[src/rtl/irq_pkg.sv]
package irq_pkg;
  localparam int unsigned NSRC        = 6;
  localparam int unsigned DW          = 8;
  localparam int unsigned AW          = 2;
  localparam int unsigned SYNC_STAGES = 2;
  localparam int unsigned NCH         = 2;

  localparam logic [AW-1:0] ADDR_CTRL = 2'd0;
  localparam logic [AW-1:0] ADDR_IRQ  = 2'd2;
  localparam logic [AW-1:0] ADDR_FIRQ = 2'd3;

  localparam int unsigned CTRL_IRQ_BIT  = 5;
  localparam int unsigned CTRL_FIRQ_BIT = 4;

  typedef logic [NSRC-1:0] src_vec_t;
endpackage

[src/rtl/irq_src_sync.sv]
module irq_src_sync #(
  parameter int unsigned N      = 6,
  parameter int unsigned STAGES = 2
) (
  input  logic         clk_i,
  input  logic         rst_ni,
  input  logic [N-1:0] src_n_i,
  output logic [N-1:0] low_o,
  output logic [N-1:0] fall_o
);
  logic [STAGES-1:0][N-1:0] chain_q;
  logic [N-1:0]             prev_q;

  genvar g;
  generate
    for (g = 0; g < STAGES; g++) begin : g_stage
      if (g == 0) begin : g_first
        always_ff @(posedge clk_i or negedge rst_ni) begin
          if (!rst_ni) chain_q[g] <= '1;
          else         chain_q[g] <= src_n_i;
        end
      end else begin : g_next
        always_ff @(posedge clk_i or negedge rst_ni) begin
          if (!rst_ni) chain_q[g] <= '1;
          else         chain_q[g] <= chain_q[g-1];
        end
      end
    end
  endgenerate

  always_ff @(posedge clk_i or negedge rst_ni) begin
    if (!rst_ni) prev_q <= '1;
    else         prev_q <= chain_q[STAGES-1];
  end

  assign low_o  = ~chain_q[STAGES-1];
  assign fall_o = prev_q & ~chain_q[STAGES-1];

  // a single transition yields a one-cycle pulse
  assert_fall_pulse_R3: assert property (@(posedge clk_i) disable iff (!rst_ni)
    (fall_o != '0) |=> ((fall_o & $past(fall_o)) == '0));
endmodule

[src/rtl/irq_channel.sv]
module irq_channel #(
  parameter int unsigned N = 6
) (
  input  logic         clk_i,
  input  logic         rst_ni,
  input  logic [N-1:0] src_low_i,
  input  logic [N-1:0] src_fall_i,
  input  logic         wr_i,
  input  logic         rd_i,
  input  logic [N-1:0] wdata_i,
  output logic [N-1:0] status_o,
  output logic         pending_o
);
  logic [N-1:0] en_q, status_q;
  logic [N-1:0] en_rise, set_vec;

  // enabling a source that is already low latches it at the write edge
  assign en_rise = wr_i ? (wdata_i & ~en_q & src_low_i) : '0;
  assign set_vec = (src_fall_i & en_q) | en_rise;

  always_ff @(posedge clk_i or negedge rst_ni) begin
    if (!rst_ni)   en_q <= '0;
    else if (wr_i) en_q <= wdata_i;
  end

  // a read clears everything; a same-cycle set survives
  always_ff @(posedge clk_i or negedge rst_ni) begin
    if (!rst_ni) status_q <= '0;
    else         status_q <= (rd_i ? '0 : status_q) | set_vec;
  end

  assign status_o  = status_q;
  assign pending_o = |status_q;

  assert_read_clears_R5: assert property (@(posedge clk_i) disable iff (!rst_ni)
    rd_i |=> ((status_q & ~$past(set_vec)) == '0));

  assert_status_sticky_R6: assert property (@(posedge clk_i) disable iff (!rst_ni)
    !rd_i |=> ((status_q & $past(status_q)) == $past(status_q)));

  assert_set_needs_enable_R11: assert property (@(posedge clk_i) disable iff (!rst_ni)
    1'b1 |=> ((status_q & ~$past(status_q) & ~$past(en_q) & ~$past(wr_i ? wdata_i : '0)) == '0));

  assert_held_low_quiet_R7: assert property (@(posedge clk_i) disable iff (!rst_ni)
    (!wr_i && src_fall_i == '0) |=> ((status_q & ~$past(status_q)) == '0));
endmodule

[src/rtl/dual_irq_ctrl.sv]
module dual_irq_ctrl
  import irq_pkg::*;
(
  input  logic          clk_i,
  input  logic          rst_ni,
  input  logic [5:0]    src_n_i,
  input  logic [1:0]    addr_i,
  input  logic          wr_i,
  input  logic          rd_i,
  input  logic [7:0]    wdata_i,
  output logic [7:0]    data_o,
  output logic          irq_n_o,
  output logic          firq_n_o
);
  localparam logic [AW-1:0] CH_ADDR [NCH] = '{ADDR_IRQ, ADDR_FIRQ};
  localparam int unsigned   CH_MBIT [NCH] = '{CTRL_IRQ_BIT, CTRL_FIRQ_BIT};

  src_vec_t          src_low, src_fall;
  src_vec_t          ch_status [NCH];
  logic [NCH-1:0]    ch_pending;
  logic [NCH-1:0]    master_q;
  logic [NCH-1:0]    ch_rd;
  logic [DW-1:0]     rdata_d, data_q;
  logic              unused_wdata;

  assign unused_wdata = ^{wdata_i[DW-1:NSRC], wdata_i[3:0]};

  irq_src_sync #(.N(NSRC), .STAGES(SYNC_STAGES)) u_sync (
    .clk_i   (clk_i),
    .rst_ni  (rst_ni),
    .src_n_i (src_n_i),
    .low_o   (src_low),
    .fall_o  (src_fall)
  );

  genvar c;
  generate
    for (c = 0; c < NCH; c++) begin : g_ch
      assign ch_rd[c] = rd_i && (addr_i == CH_ADDR[c]);
      irq_channel #(.N(NSRC)) u_ch (
        .clk_i      (clk_i),
        .rst_ni     (rst_ni),
        .src_low_i  (src_low),
        .src_fall_i (src_fall),
        .wr_i       (wr_i && (addr_i == CH_ADDR[c])),
        .rd_i       (ch_rd[c]),
        .wdata_i    (wdata_i[NSRC-1:0]),
        .status_o   (ch_status[c]),
        .pending_o  (ch_pending[c])
      );
      always_ff @(posedge clk_i or negedge rst_ni) begin
        if (!rst_ni)                             master_q[c] <= 1'b0;
        else if (wr_i && addr_i == ADDR_CTRL)    master_q[c] <= wdata_i[CH_MBIT[c]];
      end
    end
  endgenerate

  always_comb begin
    rdata_d = '0;
    unique case (addr_i)
      ADDR_CTRL: begin
        rdata_d[CTRL_IRQ_BIT]  = master_q[0];
        rdata_d[CTRL_FIRQ_BIT] = master_q[1];
      end
      ADDR_IRQ:  rdata_d[NSRC-1:0] = ch_status[0];
      ADDR_FIRQ: rdata_d[NSRC-1:0] = ch_status[1];
      default:   rdata_d = '0;
    endcase
  end

  always_ff @(posedge clk_i or negedge rst_ni) begin
    if (!rst_ni)   data_q <= '0;
    else if (rd_i) data_q <= rdata_d;
  end

  assign data_o   = data_q;
  assign irq_n_o  = ~(ch_pending[0] & master_q[0]);
  assign firq_n_o = ~(ch_pending[1] & master_q[1]);

  assert_unused_zero_R10: assert property (@(posedge clk_i) disable iff (!rst_ni)
    data_o[DW-1:NSRC] == '0);

  assert_gated_off_R2: assert property (@(posedge clk_i) disable iff (!rst_ni)
    (wr_i && addr_i == ADDR_CTRL && !wdata_i[CTRL_IRQ_BIT]) |=> irq_n_o);

  assert_read_channel_only_R5: assert property (@(posedge clk_i) disable iff (!rst_ni)
    ch_rd[0] |=> ((ch_status[1] & $past(ch_status[1])) == $past(ch_status[1])));
endmodule

[config.mk]
export PLATFORM = sky130hd
export DESIGN_NAME = dual_irq_ctrl
export DESIGN_NICKNAME = d
export VERILOG_FILES = /design/src/rtl/irq_pkg.sv /design/src/rtl/irq_src_sync.sv /design/src/rtl/irq_channel.sv /design/src/rtl/dual_irq_ctrl.sv
export SDC_FILE = /design/constraint.sdc
export NUM_CORES = 1
export LEC_CHECK = 0
export ABC_AREA = 1
export BUFFER_PORTS_ARGS = -buffer_cell sky130_fd_sc_hd__buf_2
export CAP_MARGIN = 40
export CORE_MARGIN = 5
export CORE_UTILIZATION = 60
export CTS_CLUSTER_DIAMETER = 40
export DETAILED_ROUTE_END_ITERATION = 6
export GPL_ROUTABILITY_DRIVEN = 0
export PLACE_DENSITY = 0.91
export SLEW_MARGIN = 40
export SYNTH_ARGS = -nofsm -noshare
export SYNTH_HDL_FRONTEND = slang
export SYNTH_SLANG_ARGS = --single-unit
[constraint.sdc]
create_clock -name clk_i -period 2.3 [get_ports clk_i]
set_input_delay 0.23 -clock clk_i [delete_from_list [all_inputs] [get_ports clk_i]]
set_output_delay 0.23 -clock clk_i [all_outputs]
set_load 0.01 [all_outputs]
==> run_results.csv, run 1 <==
group,metric,value,unit
status,outcome,"finished clean",
sta,skew,10.7,ps
global_route,antenna_found_initial,0,
pwr,power_density,799,nW/um^2
critical_path,critPathMaxStageDelay,420,ps
hold_path,hold_path.class,"input port to flip-flop",
routing,viasPerCell,5.12,
sta,finalSetupViolCount,0,
clock_tree,path_clk_slew,130,ps
global_route,use_met1,25.5,%
critical_path,path_class,"flip-flop to output port",
critical_path,rr_worst_depth,3,
die,die_w,68.5,um
pwr,switchingPower,502,uW
hold_path,holdPathStages,3,
clock_tree,clockBufferDepth,2,
placed_design,dp_hpwl,2.83,mm
logic_synthesis,synth_area_leader_cell,"dfrtp_1",
logic_synthesis,syn_area,2050,um^2
clock_tree,root_buffer,"clkbuf_4",
die,io_pins,30,
pwr,sw_frac_of_total,26.6,%
logic_synthesis,synth.top_cell.area_share,39.0,%
critical_path,crit_family,"flip-flops",
routing,route.antenna.remaining_nets,0,
critical_path,cp_slowest_cell,"dfrtp_1",
global_route,grt_max_degree,30,
global_route,grt_pass1_wl,6.69,mm
cells_and_area,fin_nets,277,
critical_path,worstPathArrival,1180,ps
placed_design,numPortBuffers,25,
routing,routedWlPerCell,12.8,um
logic_synthesis,synth.area.top_cells,"dfrtp_1 39%, dfstp_2 23%, nand2_1 12%",
pwr,p_total,1880,uW
routing,vias,1551,
critical_path,crit_cells,4,
critical_path,critPathCaptureType,"output port",
pwr,pwr-share-seq,58.5,%
sta,tns,0,ps
pwr,clockPowerShare,26.8,%
critical_path,start_kind,"flip-flop",
logic_synthesis,synthCells,221,
routing,first_pass_iters,6,
pwr,power.leakage,0.00116,uW
logic_synthesis,yosys.cell_types.count,16,
critical_path,crit_start,"g_ch[1].u_ch.status_o[2]",
cells_and_area,areaGrowthSynthToFinish,14.8,%
cells_and_area,fin_util,70.6,%
clock_tree,cts_tree,"done",
routing,drc_errors,0,
global_route,busiest_layer,"met2",
routing,drt_first_iter_violations,155,
clock_tree,cts_setup_buffers,0,
global_route,grt_pass1_vias,1489,
die,dieHeight,68.5,um
critical_path,required,2070,ps
sta,fin_crit,1410,ps
sta,worst_slew_pin_slew,621,ps
routing,wirelength,3.88,mm
clock_tree,numCtsBuffers,5,
clock_tree,htree_levels,2,
logic_synthesis,yosysSeqAreaShare,62.1,%
pwr,pwr-share-comb,14.7,%
global_route,grt.overflow.total,0,
sta,layout_worst_path_cycle_share,61.2,%
logic_synthesis,syn_avg_cell_area,9.28,um^2
clock_tree,ctsResizeCount,0,
cells_and_area,layout-drive-gt1-share,23.0,%
critical_path,reg2reg_from,"u_sync.chain_q[8]",
critical_path,path_cells,"nor2_1, nand3_1, nand2_1, buf_2",
run,drv_cap,0,
sta,grt_setup_unrepaired,"no",
sta,slew_headroom,58.6,%
global_route,grt_use_met3,4.11,%
clock_tree,clk_latency,360,ps
pwr,internal_power,1380,uW
sta,finalHoldViolations,0,
global_route,use_met2,32.1,%
cells_and_area,mostFrequentLayoutCells,"67 x nand2_1, 43 x nand3_1, 32 x dfrtp_1",
hold_path,worstHoldStart,"rd_i",
sta,max_freq,710,MHz
die,start_util,61.5,%
clock_tree,clock-sinks,50,
die,coreArea,3340,um^2
sta,drv_slew,0,
critical_path,cp_max_fo,3,
logic_synthesis,yosysWarnings,0,
clock_tree,hold_buffers,7,
pwr,ir_drop,579,uV
critical_path,critPathBufInv,1,
logic_synthesis,synth_seq_cells,50,
cells_and_area,antenna_cells,0,
die,dieArea,4690,um^2
die,fp-row-count,21,
cells_and_area,layout_commonest_cell,"nand2_1",
global_route,track_usage,19.7,%
## layout make-up
cell class | count | area, um^2
timing repair buffer | 33 | 203
inverter | 17 | 63.8
clock buffer | 6 | 51.3
fill | 263 | 981
clock inverter | 1 | 30.0
sequential | 50 | 1270
tap | 46 | 57.6
multi-input combinational | 150 | 677
## power groups by stage
stage          Sequential, uW  Combinational [uW]  Clock (uW)
6_report                 1100                 276         505
5_1_grt                  1120                 319         543
4_1_cts                  1100                 279         515
3_5_place_dp             1120                 269           0
3_3_place_gp             1110                 256           0
2_1_floorplan            1100                 169           0
## sequential cells by signal, indices dropped and copies added, names as in the netlist
signal              flops
master_q                2
u_sync.chain_q         12
u_sync.prev_q           6
g_ch.u_ch.status_o     12
g_ch.u_ch.en_q         12
data_o                  6
## routing by layer
layer	up-vias	share of wire, %	wire, um
li1	774	-	-
met1	715	43	1680
met2	58	48	1870
met3	4	7.5	291
met4	0	0.88	34
met5	-	0	0
## metrics by stage
| step | instances | setup WS (ps) | cell area (um^2) | hold WS [ps] |
|---|---|---|---|---|
| 2_1_floorplan | 222 | 1390 | 2060 | -65.6 |
| 3_3_place_gp | 289 | 1140 | 2200 | 271 |
| 3_5_place_dp | 289 | 1090 | 2200 | 268 |
| 4_1_cts | 303 | 881 | 2360 | 109 |
| 5_1_grt | 303 | 784 | 2360 | 115 |
| 6_report | 303 | 892 | 2360 | 109 |
## final timing paths
path	endpoint	slack, ps
worst min-delay path	data_o[5]	110
worst min register to register	u_sync.chain_q[10]	350
worst max-delay path	firq_n_o	890
worst max register to register	g_ch[1].u_ch.status_o[2]	1430
min in group asynchronous	g_ch[0].u_ch.en_q[4]	410
max in group asynchronous	data_o[1]	1180
## worst min-delay path, stage by stage
cell and delay (ps):
buf_2 120, nand2_1 60, nand2_1 40
## Yosys cell counts
master / number
nand2_1: 67
nand3_1: 43
dfrtp_1: 32
dfstp_2: 18
nor2_1: 17
inv_1: 16
o21ai_0: 12
buf_4: 4
nor2_4: 3
nor3_1: 2
o21ai_2: 2
buf_6: 1
conb_1: 1
inv_2: 1
nand2_2: 1
nand2_4: 1
## cells by family (layout without fill, tap and decap cells)
| kind of cell | after synthesis | count (layout) | synth area share, % |
|---|---|---|---|
| AO/OA/AOI/OAI | 14 | 14 | 3.78 |
| buffers and inverters | 22 | 57 | 5.12 |
| AND/OR/NAND/NOR | 134 | 134 | 28.8 |
| other | 1 | 2 | 0.183 |
| flip-flops | 50 | 50 | 62.1 |
(Power assumes the default switching activity.)
==> run 2, diff against run 1 <==
Settings changed: CORE_UTILIZATION 60 to 50, PLACE_DENSITY 0.91 to 0.82.
Clock period 2.3 ns to 1.2 ns, I/O delays scaled along.
==> run 2 against run 1 <==
Compared with the run above: count of clock-buffer cells in the layout is 1 higher; via count is 4.3% higher; global-route usage is 2.8 points lower; largest power group unchanged; the run now ends with negative setup slack left; clock power is 120% higher; wire length is 7.2% higher; critical path type unchanged; critical path depth stayed put; cell count is 5.3% higher; highest routed layer unchanged; flip-flop and latch count stayed put; sequential share of layout area is 2.8 points lower; final area is 5.4% higher; combinational power is 130% higher.
==> run_results.csv, run 2 (synthesis results as in run 1) <==
group,metric,value,unit
sta,drv_slew,0,
die,coreArea,4000,um^2
routing,route.antenna.remaining_nets,0,
placed_design,dp_slack,152,ps
die,fp-row-count,23,
critical_path,critPathMaxStageDelay,390,ps
clock_tree,clock-sinks,50,
sta,grt_setup_unrepaired,"yes",
critical_path,reg2reg_slack,240,ps
routing,viasPerCell,5.07,
sta,skew,10.4,ps
critical_path,reg2reg_from,"g_ch[1].u_ch.status_o[4]",
placed_design,dp_hpwl,3.01,mm
cells_and_area,fin_nets,288,
pwr,power_density,1560,nW/um^2
cells_and_area,layout-drive-gt1-share,26.0,%
global_route,track_usage,16.9,%
global_route,grt_pass1_vias,1606,
clock_tree,path_clk_slew,90,ps
cells_and_area,layout_commonest_cell,"nand2_1",
routing,wirelength,4.15,mm
status,outcome,"finished, violations left",
hold_path,worstHoldStart,"wdata_i[4]",
critical_path,cp_max_fo,2,
cells_and_area,mostFrequentLayoutCells,"67 x nand2_1, 43 x nand3_1, 32 x dfrtp_1",
status,violations,"negative setup slack",
hold_path,hold_path.class,"input port to flip-flop",
die,dieArea,5480,um^2
die,io_pins,30,
critical_path,rr_worst_depth,5,
cells_and_area,nFillCells,328,
cells_and_area,antenna_cells,0,
critical_path,endpoint,"irq_n_o",
critical_path,critPathCaptureType,"output port",
pwr,ir_drop,701,uV
routing,vias,1617,
critical_path,path_class,"flip-flop to output port",
critical_path,required,1080,ps
die,die_w,74.1,um
routing,first_pass_iters,4,
routing,drc_errors,0,
critical_path,path_cells,"nor2_1, nand3_1, nand2_1, buf_2",
cells_and_area,layout.cells.non_filler,319,
global_route,grt_max_degree,17,
routing,drt_first_iter_violations,152,
clock_tree,numCtsBuffers,5,
global_route,grt.overflow.total,0,
sta,max_freq,825,MHz
sta,fin_crit,1210,ps
sta,setup_ws,-12.2,ps
run,drv_cap,0,
clock_tree,clockBufferDepth,2,
die,start_util,51.3,%
sta,finalSetupViolCount,2,
global_route,grt_pass1_wl,7.05,mm
clock_tree,htree_levels,2,
global_route,antenna_found_initial,0,
clock_tree,cts_tree,"done",
die,dieHeight,74.1,um
placed_design,numPortBuffers,25,
sta,finalHoldViolations,0,
cells_and_area,areaGrowthSynthToFinish,21.0,%
sta,layout_worst_path_cycle_share,101,%
pwr,power.leakage,0.00123,uW
critical_path,crit_start,"g_ch[0].u_ch.status_o[2]",
clock_tree,clk_latency,300,ps
critical_path,worstPathArrival,1090,ps
clock_tree,root_buffer,"clkbuf_8",
critical_path,cp_slowest_cell,"dfrtp_1",
placed_design,placedCellCount,297,
routing,routedWlPerCell,13.0,um
critical_path,start_kind,"flip-flop",
critical_path,r2r_end,"data_o[4]",
run 2: cell types whose count changed in the layout (fill, tap and decap cells not counted), sizes merged:
cell / before / now
clkbuf: 6 / 7
buf: 26 / 37
run 2: what timing repair did:
item / 4_1_cts / 5_1_grt
cloned: 0 / 0
hold buffers: 7 / 0
hold endpoints to repair: 13 / 0
pin swaps: 4 / 3
setup buffers: 4 / 3
endpoints found under the setup margin: 2 / 2
gates resized for setup: 0 / 1
run 2: how the worst min path moves through the flow:
| stage | to | slack, ps | cells after the start |
|---|---|---|---|
| after floorplan | data_o[0] | -180 | 0 |
| after global placement | g_ch[0].u_ch.en_q[1] | 50 | 1 |
| after detailed placement | g_ch[0].u_ch.en_q[1] | 60 | 1 |
| after CTS | g_ch[1].u_ch.en_q[4] | 50 | 3 |
| after global routing | g_ch[1].u_ch.en_q[2] | 60 | 3 |
| final | g_ch[1].u_ch.en_q[4] | 50 | 3 |
run 2: critical path: cells and delay by family (launching register included):
kind,cells,cell delay (ps)
flip-flops,1,390
AND/OR/NAND/NOR,3,290
buffers and inverters,1,120
run 2: power by group:
part | internal (uW) | switching [uW]
sequential | 1940 | 159
combinational | 296 | 350
clock | 624 | 501
total | 2860 | 1010
run 2: metal layers:
metal	vias to the layer above	track usage [%]	wire length [um]	part of all wire [%]
li1	798	-	-	-
met3	9	3.92	254	6.1
met4	0	6.84	78	1.9
met1	764	21.6	1760	42
met2	46	27.8	2060	50
met5	-	0	0	0
run 2: final cells by class:
class / count / area [um^2] / share of cell area (%)
clock buffer: 7 / 76.3 / 3.07
timing repair buffer: 44 / 298 / 12.0
sequential: 50 / 1270 / 51.3
clock inverter: 1 / 30.0 / 1.21
inverter: 17 / 63.8 / 2.57
multi-input combinational: 150 / 679 / 27.4
tap: 50 / 62.6 / 2.52
run 2: stage by stage:
stage / cell area [um^2] / power, uW / setup TNS, ps / utilization, % / hold WS, ps
2_1_floorplan: 2060 / 2440 / 0 / - / -176
3_3_place_gp: 2250 / 2640 / 0 / 56.3 / 52.7
3_5_place_dp: 2250 / 2670 / 0 / 56.3 / 59.7
4_1_cts: 2460 / 3870 / -45.5 / 61.5 / 46.1
5_1_grt: 2480 / 4080 / -151 / 62.1 / 61.0
6_report: 2480 / 3870 / -18.1 / 62.1 / 52.6
==> run 3, diff against run 2 <==
Settings changed: HOLD_SLACK_MARGIN from default to 0.06.
==> run 3 against run 2 <==
Compared with the run above: the run still ends with negative setup slack left; via count increased by 0.12%; wire length increased by 0.29%; die area unchanged; total power increased by 0.20%; critical path type unchanged.
==> run_results.csv, run 3 (synthesis results as in run 1) <==
group,metric,value,unit
status,outcome,"finished, violations left",
status,violations,"negative setup slack",
placed_design,placed_cell_area,2250,um^2
sta,fin_crit,1220,ps
critical_path,r2r_end,"data_o[4]",
sta,finalSetupViolCount,2,
pwr,ir_drop,701,uV
global_route,grt_max_degree,17,
routing,vias,1619,
routing,drt_first_iter_violations,140,
routing,wirelength,4.17,mm
sta,skew,10.6,ps
die,io_pins,30,
critical_path,reg2reg_slack,240,ps
cells_and_area,antenna_cells,0,
routing,drc_errors,0,
global_route,antenna_found_initial,0,
die,coreArea,4000,um^2
global_route,grt_pass1_vias,1611,
pwr,power_density,1560,nW/um^2
critical_path,reg2reg_from,"g_ch[1].u_ch.status_o[4]",
global_route,track_usage,16.9,%
clock_tree,root_buffer,"clkbuf_8",
hold_path,hold_path.class,"input port to flip-flop",
global_route,grt_pass1_wl,7.07,mm
critical_path,critPathCaptureType,"output port",
clock_tree,cts_tree,"done",
sta,grt_setup_unrepaired,"yes",
clock_tree,htree_levels,2,
critical_path,rr_worst_depth,5,
cells_and_area,layout-drive-gt1-share,25.9,%
critical_path,cp_max_fo,2,
critical_path,endpoint,"irq_n_o",
sta,drv_slew,0,
sta,max_freq,821,MHz
pwr,power.leakage,0.00123,uW
cells_and_area,mostFrequentLayoutCells,"67 x nand2_1, 43 x nand3_1, 32 x dfrtp_1",
global_route,grt.overflow.total,0,
sta,finalHoldViolations,0,
cells_and_area,register_area,1270,um^2
die,start_util,51.3,%
critical_path,path_class,"flip-flop to output port",
hold_path,worstHoldStart,"wdata_i[2]",
clock_tree,clockBufferDepth,2,
routing,routedWlPerCell,13.0,um
routing,viasPerCell,5.06,
cells_and_area,multi_input_area,679,um^2
routing,first_pass_iters,4,
pwr,p_total,3880,uW
die,fp-row-count,23,
routing,route.antenna.remaining_nets,0,
sta,layout_worst_path_cycle_share,101,%
clock_tree,clk_latency,300,ps
run,drv_cap,0,
critical_path,worstPathArrival,1100,ps
cells_and_area,areaGrowthSynthToFinish,21.5,%
placed_design,numPortBuffers,25,
cells_and_area,nFillCells,327,
clock_tree,numCtsBuffers,5,
clock_tree,clock-sinks,50,
cells_and_area,stdcell_area,2490,um^2
die,dieArea,5480,um^2
die,dieHeight,74.1,um
die,die_w,74.1,um
cells_and_area,layout_commonest_cell,"nand2_1",
cells_and_area,fin_nets,289,
placed_design,dp_hpwl,3.01,mm
clock_tree,path_clk_slew,90,ps
critical_path,crit_start,"g_ch[0].u_ch.status_o[2]",
sta,setup_ws,-18.0,ps
critical_path,required,1080,ps
critical_path,start_kind,"flip-flop",
[run 3: layout make-up]
type,count,share of cell area [%]
flip-flops and latches,50,51.1
multi-input cells,150,27.2
repair buffers,45,12.3
clock buffers,7,3.06
inverters,17,2.56
well taps,50,2.51
clock inverters,1,1.20
[run 3: how the worst min path moves through the flow]
stage	endpoint	depth (start not counted)
after floorplan	data_o[0]	0
after global routing	g_ch[1].u_ch.en_q[2]	3
after global placement	g_ch[0].u_ch.en_q[1]	1
after detailed placement	g_ch[0].u_ch.en_q[1]	1
final	g_ch[1].u_ch.en_q[2]	3
after CTS	g_ch[1].u_ch.en_q[2]	3
[run 3: routing by layer]
metal  vias up  track usage, %  part of all wire [%]
li1        800               -                     -
met1       765            21.5                    43
met2        45            27.9                    50
met3         9            3.92                   6.0
met4         0            6.84                   1.9
met5         -               0                     0
[run 3: what timing repair did]
item	4_1_cts	5_1_grt
endpoints found under the setup margin	2	2
gates resized for setup	0	1
endpoints found under the hold margin	25	0
buffers inserted	4	3
pin swaps	4	3
hold buffers	8	0
[run 3: stage by stage]
stage	utilization [%]	std cells	setup TNS [ps]	setup slack, ps	hold WS (ps)
6_report	62.3	320	-24.0	-18.0	75.0
4_1_cts	61.7	317	-45.5	-28.6	66.6
5_1_grt	62.3	320	-151	-90.7	61.0
3_5_place_dp	56.3	297	0	152	59.7
2_1_floorplan	-	222	0	388	-176
3_3_place_gp	56.3	297	0	185	52.7
[run 3: critical path, stage by stage (launching register included)]
cell	delay, ps
dfrtp_1	390
nor2_1	130
nand3_1	100
nand2_1	60
buf_2	120
[run 3: where the power goes]
group,total (uW),internal (uW),switching (uW)
clock,1130,624,505
sequential,2100,1940,160
combinational,649,298,351
total,3880,2870,1020
